## src/rtl/spi_cfg_pkg.sv

```systemverilog
package spi_cfg_pkg;
    parameter int DW = 8;
    localparam int CW = $clog2(DW);

    typedef enum logic [2:0] {
        ST_DEV  = 3'd0,
        ST_PTR  = 3'd1,
        ST_WDAT = 3'd2,
        ST_RDAT = 3'd3,
        ST_SKIP = 3'd4
    } eng_st_e;

    typedef struct packed {
        eng_st_e       st;
        logic [CW-1:0] cnt;
        logic [DW-1:0] sh;
        logic [DW-1:0] ptr;
        logic [DW-1:0] tx;
        logic          oe;
        logic          sdo;
        logic          we;
        logic [DW-1:0] wa;
        logic [DW-1:0] wd;
    } eng_s;
endpackage

```

## src/rtl/spi_cfg_sync.sv

```systemverilog
module spi_cfg_sync #(
    parameter int           N       = 3,
    parameter int           STAGES  = 2,
    parameter logic [N-1:0] RST_VAL = '0
) (
    input  logic         clk,
    input  logic         rst_n,
    input  logic [N-1:0] async_i,
    output logic [N-1:0] sync_o
);
    for (genvar g = 0; g < N; g++) begin : g_bit
        logic [STAGES-1:0] chain_q;
        logic [STAGES-1:0] chain_d;

        always_comb begin
            chain_d = {chain_q[STAGES-2:0], async_i[g]};
        end

        always_ff @(posedge clk or negedge rst_n) begin
            if (!rst_n) chain_q <= {STAGES{RST_VAL[g]}};
            else        chain_q <= chain_d;
        end

        assign sync_o[g] = chain_q[STAGES-1];
    end
endmodule

```

## src/rtl/spi_cfg_edge.sv

```systemverilog
module spi_cfg_edge (
    input  logic clk,
    input  logic rst_n,
    input  logic lvl_i,
    output logic rise_o,
    output logic fall_o
);
    logic prev_q;
    logic prev_d;

    always_comb begin
        prev_d = lvl_i;
    end

    always_ff @(posedge clk or negedge rst_n) begin
        if (!rst_n) prev_q <= 1'b0;
        else        prev_q <= prev_d;
    end

    assign rise_o = lvl_i & ~prev_q;
    assign fall_o = ~lvl_i & prev_q;
endmodule

```

## src/rtl/spi_cfg_engine.sv

```systemverilog
module spi_cfg_engine
    import spi_cfg_pkg::*;
#(
    parameter logic [DW-2:0] DEV_ADDR = 7'b0010000
) (
    input  logic          clk,
    input  logic          rst_n,
    input  logic          cs_s,
    input  logic          mosi_s,
    input  logic          rise_ev,
    input  logic          fall_ev,
    input  logic [DW-1:0] rdata_i,
    output logic          sdo_o,
    output logic          oe_o,
    output logic [DW-1:0] addr_o,
    output logic [DW-1:0] wdata_o,
    output logic          we_o
);
    localparam logic [CW-1:0] LAST_BIT = CW'(DW - 1);

    eng_s q, d;
    logic [DW-1:0] byte_full;
    logic          last;

    always_comb begin
        d         = q;
        d.we      = 1'b0;
        byte_full = {q.sh[DW-2:0], mosi_s};
        last      = (q.cnt == LAST_BIT);
        if (cs_s) begin
            d.st  = ST_DEV;
            d.cnt = '0;
            d.oe  = 1'b0;
        end else begin
            if (rise_ev) begin
                d.sh  = byte_full;
                d.cnt = last ? '0 : q.cnt + 1'b1;
                if (last) begin
                    unique case (q.st)
                        ST_DEV: begin
                            if (byte_full[DW-1:1] == DEV_ADDR)
                                d.st = byte_full[0] ? ST_RDAT : ST_PTR;
                            else
                                d.st = ST_SKIP;
                        end
                        ST_PTR: begin
                            d.ptr = byte_full;
                            d.st  = ST_WDAT;
                        end
                        ST_WDAT: begin
                            d.we  = 1'b1;
                            d.wa  = q.ptr;
                            d.wd  = byte_full;
                            d.ptr = q.ptr + 1'b1;
                        end
                        ST_RDAT: begin
                            d.ptr = q.ptr + 1'b1;
                        end
                        default: ;
                    endcase
                end
            end
            if (fall_ev && q.st == ST_RDAT) begin
                d.oe = 1'b1;
                if (q.cnt == '0) begin
                    d.sdo = rdata_i[DW-1];
                    d.tx  = {rdata_i[DW-2:0], 1'b0};
                end else begin
                    d.sdo = q.tx[DW-1];
                    d.tx  = {q.tx[DW-2:0], 1'b0};
                end
            end
        end
    end

    always_ff @(posedge clk or negedge rst_n) begin
        if (!rst_n) q <= '0;
        else        q <= d;
    end

    assign sdo_o   = q.sdo;
    assign oe_o    = q.oe;
    assign we_o    = q.we;
    assign wdata_o = q.wd;
    assign addr_o  = q.we ? q.wa : q.ptr;
endmodule

```

## src/rtl/spi_cfg_port.sv

```systemverilog
module spi_cfg_port
    import spi_cfg_pkg::*;
#(
    parameter logic [DW-2:0] DEV_ADDR    = 7'b0010000,
    parameter int            SYNC_STAGES = 2
) (
    input  logic          clk,
    input  logic          rst_n,
    input  logic          cs_n_i,
    input  logic          sclk_i,
    input  logic          mosi_i,
    output logic          miso_o,
    output logic          miso_oe_o,
    output logic [DW-1:0] reg_addr_o,
    output logic [DW-1:0] reg_wdata_o,
    output logic          reg_we_o,
    input  logic [DW-1:0] reg_rdata_i
);
    logic [2:0] sync_v;
    logic       cs_s, sclk_s, mosi_s;
    logic       rise_ev, fall_ev;

    spi_cfg_sync #(
        .N(3), .STAGES(SYNC_STAGES), .RST_VAL(3'b100)
    ) u_sync (
        .clk(clk), .rst_n(rst_n),
        .async_i({cs_n_i, sclk_i, mosi_i}),
        .sync_o(sync_v)
    );

    assign {cs_s, sclk_s, mosi_s} = sync_v;

    spi_cfg_edge u_edge (
        .clk(clk), .rst_n(rst_n), .lvl_i(sclk_s),
        .rise_o(rise_ev), .fall_o(fall_ev)
    );

    spi_cfg_engine #(.DEV_ADDR(DEV_ADDR)) u_eng (
        .clk(clk), .rst_n(rst_n),
        .cs_s(cs_s), .mosi_s(mosi_s),
        .rise_ev(rise_ev), .fall_ev(fall_ev),
        .rdata_i(reg_rdata_i),
        .sdo_o(miso_o), .oe_o(miso_oe_o),
        .addr_o(reg_addr_o), .wdata_o(reg_wdata_o), .we_o(reg_we_o)
    );
endmodule

```

## config.mk

```make
export PLATFORM = sky130hd
export DESIGN_NAME = spi_cfg_port
export DESIGN_NICKNAME = d
export VERILOG_FILES = /design/src/rtl/spi_cfg_pkg.sv /design/src/rtl/spi_cfg_sync.sv /design/src/rtl/spi_cfg_edge.sv /design/src/rtl/spi_cfg_engine.sv /design/src/rtl/spi_cfg_port.sv
export SDC_FILE = /design/constraint.sdc
export NUM_CORES = 1
export LEC_CHECK = 0
export ABC_AREA = 1
export BUFFER_PORTS_ARGS = -buffer_cell sky130_fd_sc_hd__clkbuf_2
export CAP_MARGIN = 20
export CORE_UTILIZATION = 57
export CTS_BUF_LIST = sky130_fd_sc_hd__clkbuf_16
export CTS_CLUSTER_DIAMETER = 50
export DETAILED_ROUTE_END_ITERATION = 10
export PLACE_DENSITY = 0.78
export SETUP_SLACK_MARGIN = 0.15
export SLEW_MARGIN = 0
export SYNTH_ARGS = -nofsm -noshare
export SYNTH_HDL_FRONTEND = slang
export SYNTH_HIERARCHICAL = 1
export SYNTH_SLANG_ARGS = --single-unit
export TNS_END_PERCENT = 10
```

## constraint.sdc

```tcl
create_clock -name clk -period 2.13 [get_ports clk]
set_clock_uncertainty 0.1 [all_clocks]
set_input_delay 0.1065 -clock clk [delete_from_list [all_inputs] [get_ports clk]]
set_output_delay 0.1065 -clock clk [all_outputs]
set_load 0.02 [all_outputs]
```

After elaboration in Yosys (flattened, before gate mapping):

Cells that the tools add are included.

* output and inout bits: 19
* word-level logic and storage cells: 58
* bits in registers: 56

* $add $sub $neg: 2
* reductions and logical operators: 14
* bitwise gates (word level): 5
* eq/ne operators: 5
* multiplexer cells: 18

Operators by type and width (number)
* two-way mux 17 bit: 4
* two-way mux 8 bit: 3
* two-way mux 22 bit: 1
* one-hot mux 8 bit (2 select lines): 1
* two-way mux 3 bit: 3
* adder 8 x 1 -> 8 bit, second input constant: 1
* AND reduction 4 bit: 2
* nonzero test 2 bit: 4
* == test 7 x 5 -> 1 bit, second input constant: 1
* == test 3 x 2 -> 1 bit, second input constant: 2
* zero test 3 bit: 2
* two-way mux 6 bit: 1
* one-hot mux 3 bit (2 select lines): 1
* two-way mux 2 bit: 2
* AND reduction 2 bit: 2
* adder 3 x 1 -> 3 bit, second input constant: 1
* == test 3 x 1 -> 1 bit, second input constant: 1
* == test 3 bit, second input constant: 1
* NOT 1 bit: 3
* AND reduction 3 bit: 1
* nonzero test 3 bit: 1
* bitwise AND 1 bit: 2
* two-way mux 1 bit: 2
* OR reduction 2 bit: 1
* logical AND 1 bit: 1

Logic depth before layout (Yosys ltp):

* word-level depth: 6
* depth in mapped cells: 11

Modules after synthesis:

Netlist, hierarchy kept.

By module, submodules not included
* spi_cfg_engine: times used 1, area each 2438.6 µm², cells each 301
* spi_cfg_sync: times used 1, area each 175.2 µm², cells each 9
* spi_cfg_edge: times used 1, area each 40.0 µm², cells each 5

Worst setup path before layout:

Ideal clock, no wire load.

* path type: reg2reg
* start point: reg u_sync.g_bit[1].chain_q[1]
* end point: reg u_eng.q, in the netlist u_eng/wdata_o[0]
* stages on the path, launching flop included: 10
* setup time: 0.126 ns
* arrival time: 1.363 ns
* path buffers: 2
* clock period less this slack: 1.589 ns
* setup slack: 0.541 ns
* path through: dfrtp_1 buf_4 inv_1 nor2_1 inv_2 nor2_4 nand2_4 nor3_4 buf_6 o21ai_0

* word-level cells in the longest chain between the ends: 2

RTL lines
* start: declaration: RTL line spi_cfg_sync.sv:12 `logic [STAGES-1:0] chain_q;`
* start signal: assignment: RTL line spi_cfg_sync.sv:20 `if (!rst_n) chain_q <= {STAGES{RST_VAL[g]}};`
* start signal: assignment: RTL line spi_cfg_sync.sv:21 `else chain_q <= chain_d;`
* bitwise AND 1 bit: RTL line spi_cfg_edge.sv:20 `assign rise_o = lvl_i & ~prev_q;`
* named net rise_ev: RTL line spi_cfg_port.sv:21 `logic rise_ev, fall_ev;`
* AND reduction 4 bit (no line)
* end signal: assignment: RTL line spi_cfg_engine.sv:77 `if (!rst_n) q <= '0;`
* end signal: assignment: RTL line spi_cfg_engine.sv:78 `else q <= d;`
* end: declaration: RTL line spi_cfg_engine.sv:21 `eng_s q, d;`

The timed path passes the listed nets, and every way through them passes these cells.
A chain may end at the register's enable or synchronous reset.

Worst setup path after layout:

* start point: reg u_sync.g_bit[1].chain_q[1]
* end point: reg u_eng.q, in the netlist u_eng/wdata_o[7]

The elaborated chain is that of the path after synthesis.

==> impl_metrics.json <==
{
  "die-area_sq_mm": 0.00493,
  "cap_violations": 0,
  "grt_max_degree": 34,
  "fp-row-count": 24,
  "routedWlPerCell_um": 11.7,
  "ios": 32,
  "final_cell_mix": "98 x nand2_1, 52 x dfrtp_1, 39 x inv_1, 31 x clkbuf_2, 26 x o21ai_0",
  "timing.final.crit_share": 0.834,
  "dp_hpwl_mm": 3.16,
  "n_antenna_cell": 0,
  "yosysWarnings": 6,
  "drt_iter0_drc": 173,
  "min_period_ps": 1780,
  "cts_tree": "yes",
  "final_common_cell": "nand2_1",
  "num_vias": 2030,
  "cp-start-kind": "flop",
  "syn_to_final_growth_pct": 13.3,
  "dr.pass1.iters": 4,
  "insertion_delay_ps": 290,
  "drc": 0,
  "first_global_vias": 1903,
  "vdd_drop_max_v": 0.000505,
  "critical_path_class": "reg2reg",
  "powerDensity_mw_per_mm2": 751,
  "antenna_found_initial": 0,
  "tns_ps": 0,
  "p_leak_nw": 1.47,
  "synthTopCellsByArea": "dfrtp_1 49%, nand2_1 14%, inv_1 5.5%",
  "path_max_fanout": 19,
  "nets": 360,
  "io_buffers": 31,
  "grt_overflow": 0,
  "cp.required_ps": 2240,
  "cts_max_level": 2,
  "clk_path_buf_depth": 2,
  "r2r_setup_slack_ps": 350,
  "tightest_slew_ps": 599,
  "max_freq_mhz": 563,
  "synth_top_area_frac": 0.490,
  "arrival_ps": 1880,
  "cts_buffers": 5,
  "synthCells": 315,
  "avgSynthCellArea_sq_um": 8.42,
  "outcome": "completed",
  "ys_seq_elements": 54,
  "grt_pass1_wl_mm": 8.29,
  "dp_cells": 383,
  "ys_seq_area_frac": 0.510,
  "hold_path_class": "in2reg",
  "hold_viol": 0,
  "synth.distinct_cells": 23,
  "slew_headroom": 0.601,
  "initial_core_util": 0.601,
  "routabilityCongestion": 0.809,
  "routed_wl_mm": 4.63,
  "die_y_um": 70.2,
  "synth.largest_area_cell": "dfrtp_1",
  "cts_resized": 0,
  "cp-end-kind": "flop",
  "num-fill-cells": 389,
  "numClockSinks": 54,
  "netlist_area_sq_mm": 0.00265,
  "core_sq_mm": 0.00441,
  "grt_usage": 0.214,
  "setup_viol": 0,
  "synth_nets": 332,
  "die-width_um": 70.2,
  "slew_viol_final": 0,
  "stdcell_count": 396,
  "drive_above_1_share": 0.180,
  "clk_pin_slew_worst_paths_ps": 60,
  "via_per_inst": 5.13,
  "cts_root_buf": "clkbuf_16",
  "rsz0062_at_grt": "no",
  "ant_nets": 0
}
## worst paths after layout
check,start,to,cells after the start
worst min register to register,u_sync/g_bit[1].chain_q[0]$_DFF_PN0_,u_sync/g_bit[1].chain_q[1]$_DFF_PN0_,0
worst max register to register,u_sync/g_bit[1].chain_q[1]$_DFF_PN0_,u_eng/wdata_o[7]$_DFFE_PN0P_,9
min in group asynchronous,rst_n,u_eng/wdata_o[4]$_DFFE_PN0P_,2
worst max-delay path,u_sync/g_bit[1].chain_q[1]$_DFF_PN0_,u_eng/wdata_o[7]$_DFFE_PN0P_,9
max in group asynchronous,rst_n,u_sync/g_bit[2].chain_q[0]$_DFF_PN1_,3
worst min-delay path,reg_rdata_i[3],u_eng/q[23]$_DFFE_PN0P_,4
## worst max-delay path, stage by stage (launching register included)
cell and delay, ps:
dfrtp_1 360, inv_1 50, nor2_1 190, inv_2 90
nor2_4 190, nand2_4 90, nor3_4 130, buf_4 280
nand2_1 120, o21ai_2 90
## power breakdown
group | internal [mW] | switching [mW]
combinational | 0.0523 | 0.0907
clock | 0.669 | 0.346
sequential | 1.06 | 0.0367
## area by class of cell
cell class	instances	area [sq um]	share of cell area
clock buffers	5	125	0.0416
clock inverters	3	63.8	0.0212
inverters	40	150	0.0499
multi-input cells	203	1010	0.335
flip-flops and latches	54	1350	0.450
well taps	52	65.1	0.0216
repair buffers	39	240	0.0799
## routing by layer
metal | vias to the layer above | GRT usage | part of all wire
met1 | 947 | 0.274 | 0.46
met4 | 0 | 0.0978 | 0.018
met5 | - | 0 | 0
met3 | 9 | 0.0505 | 0.031
met2 | 40 | 0.343 | 0.49
li1 | 1034 | - | -
## through the flow
stage / worst slack (ps) / total power [mW] / area [sq um] / hold WS [ps] / util
2_1_floorplan: 541 / 1.20 / 2650 / -289 / -
3_3_place_gp: 488 / 1.25 / 2770 / 40.0 / 0.627
3_5_place_dp: 464 / 1.26 / 2770 / 45.0 / 0.627
4_1_cts: 344 / 2.28 / 3010 / 45.2 / 0.681
5_1_grt: 217 / 2.36 / 3010 / 59.3 / 0.681
6_report: 353 / 2.26 / 3010 / 44.9 / 0.681
## cells by family (layout without fill, tap and decap cells)
group | Yosys count | in the layout | synth area share
AND/OR/NAND/NOR | 148 | 148 | 0.237
flip-flops | 54 | 54 | 0.510
buffers and inverters | 58 | 87 | 0.110
AO/OA/AOI/OAI | 49 | 49 | 0.117
adder cells (fa/ha/maj) | 4 | 4 | 0.0189
XOR/XNOR | 2 | 2 | 0.00660
## repair_timing
| action | in CTS | in global routing |
|---|---|---|
| buffers inserted | 0 | 0 |
| hold buffers | 5 | 0 |
| endpoints found under the hold margin | 25 | 0 |
| endpoints found under the setup margin | 0 | 0 |
## cells in the mapped netlist (all sizes together)
library cell / number
ha: 4
nand2: 100
nand3: 24
buf: 17
nor2: 21
a21oi: 3
xor2: 1
dfstp: 2
clkbuf: 1
inv: 40
o21a: 7
xnor2: 1
dfrtp: 52
nor3: 3
o21ai: 39
## registers in the layout, summed over array words and instances (netlist names)
register              flops
u_eng/sdo_o               1
u_eng/wdata_o             8
u_eng/q                  29
u_eng/we_o                1
u_sync/g_bit.chain_q      6
u_edge/prev_q             1
u_eng/oe_o                1
u_eng/byte_full           7
No activity file was read; power rests on OpenSTA's default activity.
